## src/rtl/sd_cmd_pkg.sv

```systemverilog
package sd_cmd_pkg;

    localparam logic [7:0] FILL_BYTE   = 8'hFF;
    localparam logic [5:0] IDX_RESET   = 6'd0;
    localparam logic [5:0] IDX_IFCOND  = 6'd8;
    localparam logic [5:0] IDX_STOP    = 6'd12;
    localparam logic [5:0] IDX_APP     = 6'd55;
    localparam logic [7:0] CRC_RESET   = 8'h95;
    localparam logic [7:0] CRC_IFCOND  = 8'h87;
    localparam logic [7:0] CRC_DUMMY   = 8'h01;
    localparam int         FRAME_BYTES = 6;

    typedef enum logic [2:0] {
        ST_IDLE,
        ST_DESEL,
        ST_SEL,
        ST_READY,
        ST_FRAME,
        ST_STUFF,
        ST_POLL
    } fr_state_e;

endpackage

```

## src/rtl/sd_frame_byte.sv

```systemverilog
module sd_frame_byte
    import sd_cmd_pkg::*;
(
    input  logic [5:0]  idx,
    input  logic [31:0] arg,
    input  logic [2:0]  pos,
    output logic [7:0]  frame_byte
);
    logic [7:0] crc;

    always_comb begin
        if (idx == IDX_RESET)       crc = CRC_RESET;
        else if (idx == IDX_IFCOND) crc = CRC_IFCOND;
        else                        crc = CRC_DUMMY;
    end

    always_comb begin
        case (pos)
            3'd0:    frame_byte = {2'b01, idx};
            3'd1:    frame_byte = arg[31:24];
            3'd2:    frame_byte = arg[23:16];
            3'd3:    frame_byte = arg[15:8];
            3'd4:    frame_byte = arg[7:0];
            default: frame_byte = crc;
        endcase
    end
endmodule

```

## src/rtl/sd_ms_window.sv

```systemverilog
module sd_ms_window #(
    parameter int LIMIT = 500
) (
    input  logic clk,
    input  logic rst_n,
    input  logic clear,
    input  logic tick,
    output logic expired
);
    localparam int CW = $clog2(LIMIT + 1);

    logic [CW-1:0] cnt_q, cnt_d;

    always_comb begin
        cnt_d = cnt_q;
        if (clear)
            cnt_d = '0;
        else if (tick && !expired)
            cnt_d = cnt_q + 1'b1;
    end

    always_ff @(posedge clk or negedge rst_n) begin
        if (!rst_n) cnt_q <= '0;
        else        cnt_q <= cnt_d;
    end

    assign expired = (cnt_q >= CW'(LIMIT));
endmodule

```

## src/rtl/sd_cmd_framer.sv

```systemverilog
module sd_cmd_framer
    import sd_cmd_pkg::*;
#(
    parameter int READY_MS   = 500,
    parameter int POLL_LIMIT = 10
) (
    input  logic        clk,
    input  logic        rst_n,
    input  logic        ms_tick,
    input  logic        cmd_start,
    input  logic        cmd_app,
    input  logic [5:0]  cmd_index,
    input  logic [31:0] cmd_arg,
    output logic        cmd_done,
    output logic [7:0]  cmd_resp,
    output logic        cmd_timeout,
    output logic        card_cs_n,
    output logic        xfer_req,
    output logic [7:0]  xfer_tx,
    input  logic        xfer_ack,
    input  logic [7:0]  xfer_rx
);
    localparam int PW = $clog2(POLL_LIMIT + 1);
    localparam logic [2:0] LAST_POS = 3'(FRAME_BYTES - 1);

    typedef struct packed {
        fr_state_e   state;
        logic        pend;
        logic        cs_n;
        logic [2:0]  pos;
        logic [PW-1:0] poll;
        logic [5:0]  cur_idx;
        logic [31:0] cur_arg;
        logic [5:0]  main_idx;
        logic [31:0] main_arg;
        logic        prefix;
        logic [7:0]  resp;
        logic        tmo;
        logic        done;
    } fr_regs_t;

    fr_regs_t q, d;
    logic [7:0] frame_byte;
    logic       wait_expired;
    logic       got;

    sd_frame_byte u_frame (
        .idx        (q.cur_idx),
        .arg        (q.cur_arg),
        .pos        (q.pos),
        .frame_byte (frame_byte)
    );

    sd_ms_window #(.LIMIT(READY_MS)) u_wait (
        .clk     (clk),
        .rst_n   (rst_n),
        .clear   (q.state != ST_READY),
        .tick    (ms_tick),
        .expired (wait_expired)
    );

    assign got = q.pend && xfer_ack;

    always_comb begin
        d        = q;
        d.done   = 1'b0;
        xfer_req = 1'b0;
        xfer_tx  = (q.state == ST_FRAME) ? frame_byte : FILL_BYTE;

        if (q.state != ST_IDLE && !q.pend) begin
            xfer_req = 1'b1;
            d.pend   = 1'b1;
        end
        if (got) d.pend = 1'b0;

        case (q.state)
            ST_IDLE: begin
                if (cmd_start) begin
                    d.main_idx = cmd_index;
                    d.main_arg = cmd_arg;
                    d.prefix   = cmd_app;
                    d.cur_idx  = cmd_app ? IDX_APP : cmd_index;
                    d.cur_arg  = cmd_app ? 32'd0 : cmd_arg;
                    d.tmo      = 1'b0;
                    d.cs_n     = 1'b1;
                    d.state    = ST_DESEL;
                end
            end
            ST_DESEL: begin
                if (got) begin
                    d.cs_n  = 1'b0;
                    d.state = ST_SEL;
                end
            end
            ST_SEL: begin
                if (got) d.state = ST_READY;
            end
            ST_READY: begin
                if (got) begin
                    if (xfer_rx == FILL_BYTE) begin
                        d.pos   = '0;
                        d.state = ST_FRAME;
                    end else if (wait_expired) begin
                        d.cs_n  = 1'b1;
                        d.resp  = FILL_BYTE;
                        d.tmo   = 1'b1;
                        d.done  = 1'b1;
                        d.state = ST_IDLE;
                    end
                end
            end
            ST_FRAME: begin
                if (got) begin
                    if (q.pos == LAST_POS) begin
                        d.poll  = '0;
                        d.state = (q.cur_idx == IDX_STOP) ? ST_STUFF : ST_POLL;
                    end else begin
                        d.pos = q.pos + 3'd1;
                    end
                end
            end
            ST_STUFF: begin
                if (got) d.state = ST_POLL;
            end
            ST_POLL: begin
                if (got) begin
                    if (!xfer_rx[7] || q.poll == PW'(POLL_LIMIT - 1)) begin
                        if (q.prefix && xfer_rx <= 8'd1) begin
                            d.prefix  = 1'b0;
                            d.cur_idx = q.main_idx;
                            d.cur_arg = q.main_arg;
                            d.cs_n    = 1'b1;
                            d.state   = ST_DESEL;
                        end else begin
                            d.resp  = xfer_rx;
                            d.done  = 1'b1;
                            d.state = ST_IDLE;
                        end
                    end else begin
                        d.poll = q.poll + 1'b1;
                    end
                end
            end
            default: d.state = ST_IDLE;
        endcase
    end

    always_ff @(posedge clk or negedge rst_n) begin
        if (!rst_n) begin
            q       <= '0;
            q.state <= ST_IDLE;
            q.cs_n  <= 1'b1;
        end else begin
            q <= d;
        end
    end

    assign cmd_done    = q.done;
    assign cmd_resp    = q.resp;
    assign cmd_timeout = q.tmo;
    assign card_cs_n   = q.cs_n;
endmodule

```

## config.mk

```make
export PLATFORM = sky130hd
export DESIGN_NAME = sd_cmd_framer
export DESIGN_NICKNAME = d
export VERILOG_FILES = /design/src/rtl/sd_cmd_pkg.sv /design/src/rtl/sd_frame_byte.sv /design/src/rtl/sd_ms_window.sv /design/src/rtl/sd_cmd_framer.sv
export SDC_FILE = /design/constraint.sdc
export NUM_CORES = 1
export LEC_CHECK = 0
export ABC_AREA = 1
export CAP_MARGIN = 20
export CELL_PAD_IN_SITES_DETAIL_PLACEMENT = 0
export CELL_PAD_IN_SITES_GLOBAL_PLACEMENT = 1
export CORE_ASPECT_RATIO = 0.6
export CORE_MARGIN = 2
export CORE_UTILIZATION = 25
export DETAILED_ROUTE_END_ITERATION = 8
export DONT_BUFFER_PORTS = 1
export GPL_ROUTABILITY_DRIVEN = 0
export PLACE_DENSITY = 0.47
export SLEW_MARGIN = 30
export SYNTH_ARGS = -nofsm -noshare
export SYNTH_HDL_FRONTEND = slang
export SYNTH_SLANG_ARGS = --single-unit
```

## constraint.sdc

```tcl
create_clock -name clk -period 2.5 [get_ports clk]
set_clock_uncertainty 0.1 [all_clocks]
set_input_delay 0.625 -clock clk [delete_from_list [all_inputs] [get_ports clk]]
set_output_delay 0.625 -clock clk [all_outputs]
set_load 0.1 [all_outputs]
```

==> impl_results.md <==
* Area leader, netlist: dfrtp_1
* Grt total ovfl at 0
* Row cnt at 43
* HP Class: primary input to async pin
* CTS Sinks at 108
* WL/cell at 16.2 µm
* Via/cell ratio at 4.51
* Die Height at 122 µm
* Clock Root Buffer: clkbuf_16
* Detailed-route DRC error count at 0
* Synth area leaders: dfrtp_1 (46%), nand2_1 (16%), nand3_1 (9.5%)
* Final WL at about 17000 µm
* Hpwl dp at about 13000 µm
* Final setup vio count at 8
* Initial drt markers at 212
* Mapped cell area at 5780 µm²
* CP Class: flip-flop to output pin
* Skew-Pair Late Insertion Delay at approximately 0.36 ns
* PnR worst setup slack at -0.255 ns
* CP max stage delay at 0.43 ns
* Highest clock rate at 363 MHz
* Post-synthesis sequential area ratio at 0.468
* Gr usage total at 0.149
* Post-synth EDFFs at 0
* Syn Nets at 801
* Violated checks: negative hold slack, negative setup slack
* Clock Tree Buf Depth at 2
* VDD IR max at 326 µV
* Vias in the first global route at 4716
* Worst Path Arrival at 2.03 ns
* Crit path cell chain: ha_2 > ha_4 > inv_2 > nand4_1 > inv_1 > nand4_1 > nand3_2 > buf_12
* Most frequent cell after synthesis: nand2_1
* RSZ-0062 raised after global routing: true
* Mapped Cells at 740
* Most used DFF post-synth: dfrtp_1
* CP Capture Type: output pin
* Data required time of the critical path at about 1.8 ns
* Crit path max-delay family: simple AND/OR/NAND/NOR gates
* DR vias at just under 5000
* CP dominant cell by count: nand4_1
* Yosys warning count at 0
* Worst path slowest cell: dfrtp_1
* Maximum number of pins on one net before global-route repair at ~110
* Share of layout cells above drive strength 1 at 0.168
* Fill cells at 2517
* Worst setup SP type: flip-flop
* Post-layout min period at 2.76 ns
* Critical path buffers and inverters at 3
* Clock slew seen by the registers of the worst setup and hold paths at 0.08 ns
* Max_slew headroom at 0.639
* Die area at approximately 24000 µm²
* PD cells at 911 nW/µm²
* Layout area overhead at 17.1%
* Async set-reset flop share out of synthesis at 1.00
* Initial antenna violation count at 0
* Max-Cap Viols at 0
* Actual slew at the worst max-slew pin at 0.541 ns
* Top post-synthesis cells by count: nand2_1 (250), nand3_1 (110), dfrtp_1 (107), inv_1 (49), nor2_1 (49)
* Max FO, Critical Path at 6
* Distinct cells, synth at 32
* Antenna-violating nets left at 0
* Fin Hold WS at -0.140 ns
* Final Hold Viols at 107
* I/O pin count at 72
* Num CTS Buffers at 9
* Pre-antenna DRT Iters at 4
* Post-synth top area share at 0.463
* Outcome: finished, violations left
* First-pass GRT wire length at 27800 µm
* H-tree depth at 3
* Final TNS setup at -1.62 ns
* Number of synthesized register bits at 108
* Avg Inst Size Synth at 7.81 µm²
* Leakage power at 3.28 nW
* Max Slew Vio Count at 0
* Initial Util at 0.252
* Ant diodes at 0
* Crit share post-route at 1.10
* Final design utilization at 0.295
* Placeable Area at ~23000 µm²
* Final #Nets at 813
* CTS tree: done
* I/O Buffers at 0
* Die width at ~200 µm
-- where the power goes --
part           leakage (nW)  total [mW]  internal (mW)  switching [mW]
clock                 0.129        1.39          0.681           0.710
sequential             1.38        2.94           2.39           0.546
combinational          1.77        1.84          0.669            1.17
total                  3.28        6.16           3.74            2.42
-- placed cells by master (no fill, tap or decap), types with 2 or more instances in the layout --
cell type / Yosys / routed
a21oi_1: 21 / 17
a21oi_2: 0 / 4
a221oi_2: 0 / 2
a22o_1: 4 / 4
buf_12: 0 / 7
buf_4: 10 / 35
clkbuf_16: 0 / 9
clkinvlp_4: 0 / 2
dfrtp_1: 107 / 107
ha_1: 9 / 5
ha_2: 0 / 3
inv_1: 49 / 43
inv_2: 2 / 8
inv_6: 0 / 3
mux2_1: 3 / 3
mux2_2: 23 / 23
nand2_1: 250 / 246
nand2_2: 4 / 8
nand3_1: 110 / 103
nand3_2: 1 / 7
nand4_1: 11 / 11
nor2_1: 49 / 43
nor2_2: 0 / 4
nor2_4: 1 / 3
nor3_1: 2 / 2
o211ai_1: 2 / 2
o21a_1: 2 / 2
o21ai_0: 36 / 36
xor2_1: 2 / 2
-- worst reg2reg max path, stage by stage (launching register included) --
cell     delay, ns
dfrtp_1       0.50
nand2_2       0.10
nor2_4        0.37
nand4_1       0.52
nand2_2       0.37
nand2_1       0.10
nand2_1       0.08
-- through the flow --
step / std cells / instance area [µm²] / power (mW) / setup WS (ns)
after floorplan: 740 / 5840 / 4.30 / -0.730
after global placement: 1049 / 6300 / 4.78 / -0.00749
after detailed placement: 1049 / 6300 / 4.80 / -0.0375
after CTS: 1066 / 6690 / 6.25 / -0.263
after global routing: 1071 / 6770 / 6.64 / -0.357
final: 1071 / 6770 / 6.16 / -0.255
-- area by class of cell --
cell class	instances	area [µm²]	share of cell area
Clock buffer	9	225	0.0333
Clock inverter	6	46.3	0.00684
Timing Repair Buffer	44	442	0.0653
Tap cell	315	394	0.0582
Sequential cell	108	2700	0.400
Multi-Input combinational cell	538	2760	0.408
Inverter	51	191	0.0283
-- routing by layer --
layer,track usage,wire length [µm],share of wire,vias up
li1,-,-,-,2419
met1,0.222,9270,0.53,2328
met2,0.210,7070,0.41,74
met3,0.0447,884,0.051,9
met4,0.0319,136,0.0078,0
met5,0,0,0,-
-- final timing paths --
check	end	slack [ns]	start	cells past startpoint
hold / removal	q[29]	-0.14	rst_n	0
min in group clk	q[29]	0.29	cmd_arg[18]	1
setup / recovery	xfer_tx[7]	-0.26	q[91]	8
hold reg to reg	q[77]	0.39	q[77]	2
max in group asynchronous	card_cs_n	2.19	rst_n	0
setup reg to reg	cmd_resp[6]	0.30	q[98]	6
-- repair_timing --
| item | 4_1_cts | 5_1_grt |
|---|---|---|
| setup endpoints to repair | 8 | 9 |
| pin swaps | 5 | 8 |
| buffers inserted | 2 | 5 |
| endpoints found under the hold margin | 107 | 107 |
| resized for setup | 29 | 15 |
-- flip-flops by register name, indices dropped and copies added, names as in the netlist --
| name | count |
|---|---|
| q | 88 |
| u_wait.cnt_q | 9 |
| card_cs_n | 1 |
| cmd_done | 1 |
| cmd_timeout | 1 |
| cmd_resp | 8 |
-- kinds of logic (layout without fill, tap and decap cells) --
| family | Yosys count | in the layout | share of synthesized area |
|---|---|---|---|
| xor gates and xnor gates | 2 | 2 | 0.00303 |
| DFF | 108 | 108 | 0.468 |
| muxes | 26 | 26 | 0.0507 |
| buffers and inverters | 94 | 110 | 0.0756 |
| adders and majority gates | 9 | 9 | 0.0195 |
| AOI/OAI and AO/OA | 67 | 67 | 0.0636 |
| and+or+nand+nor | 434 | 434 | 0.320 |
Power figures use the tool's default switching activity.
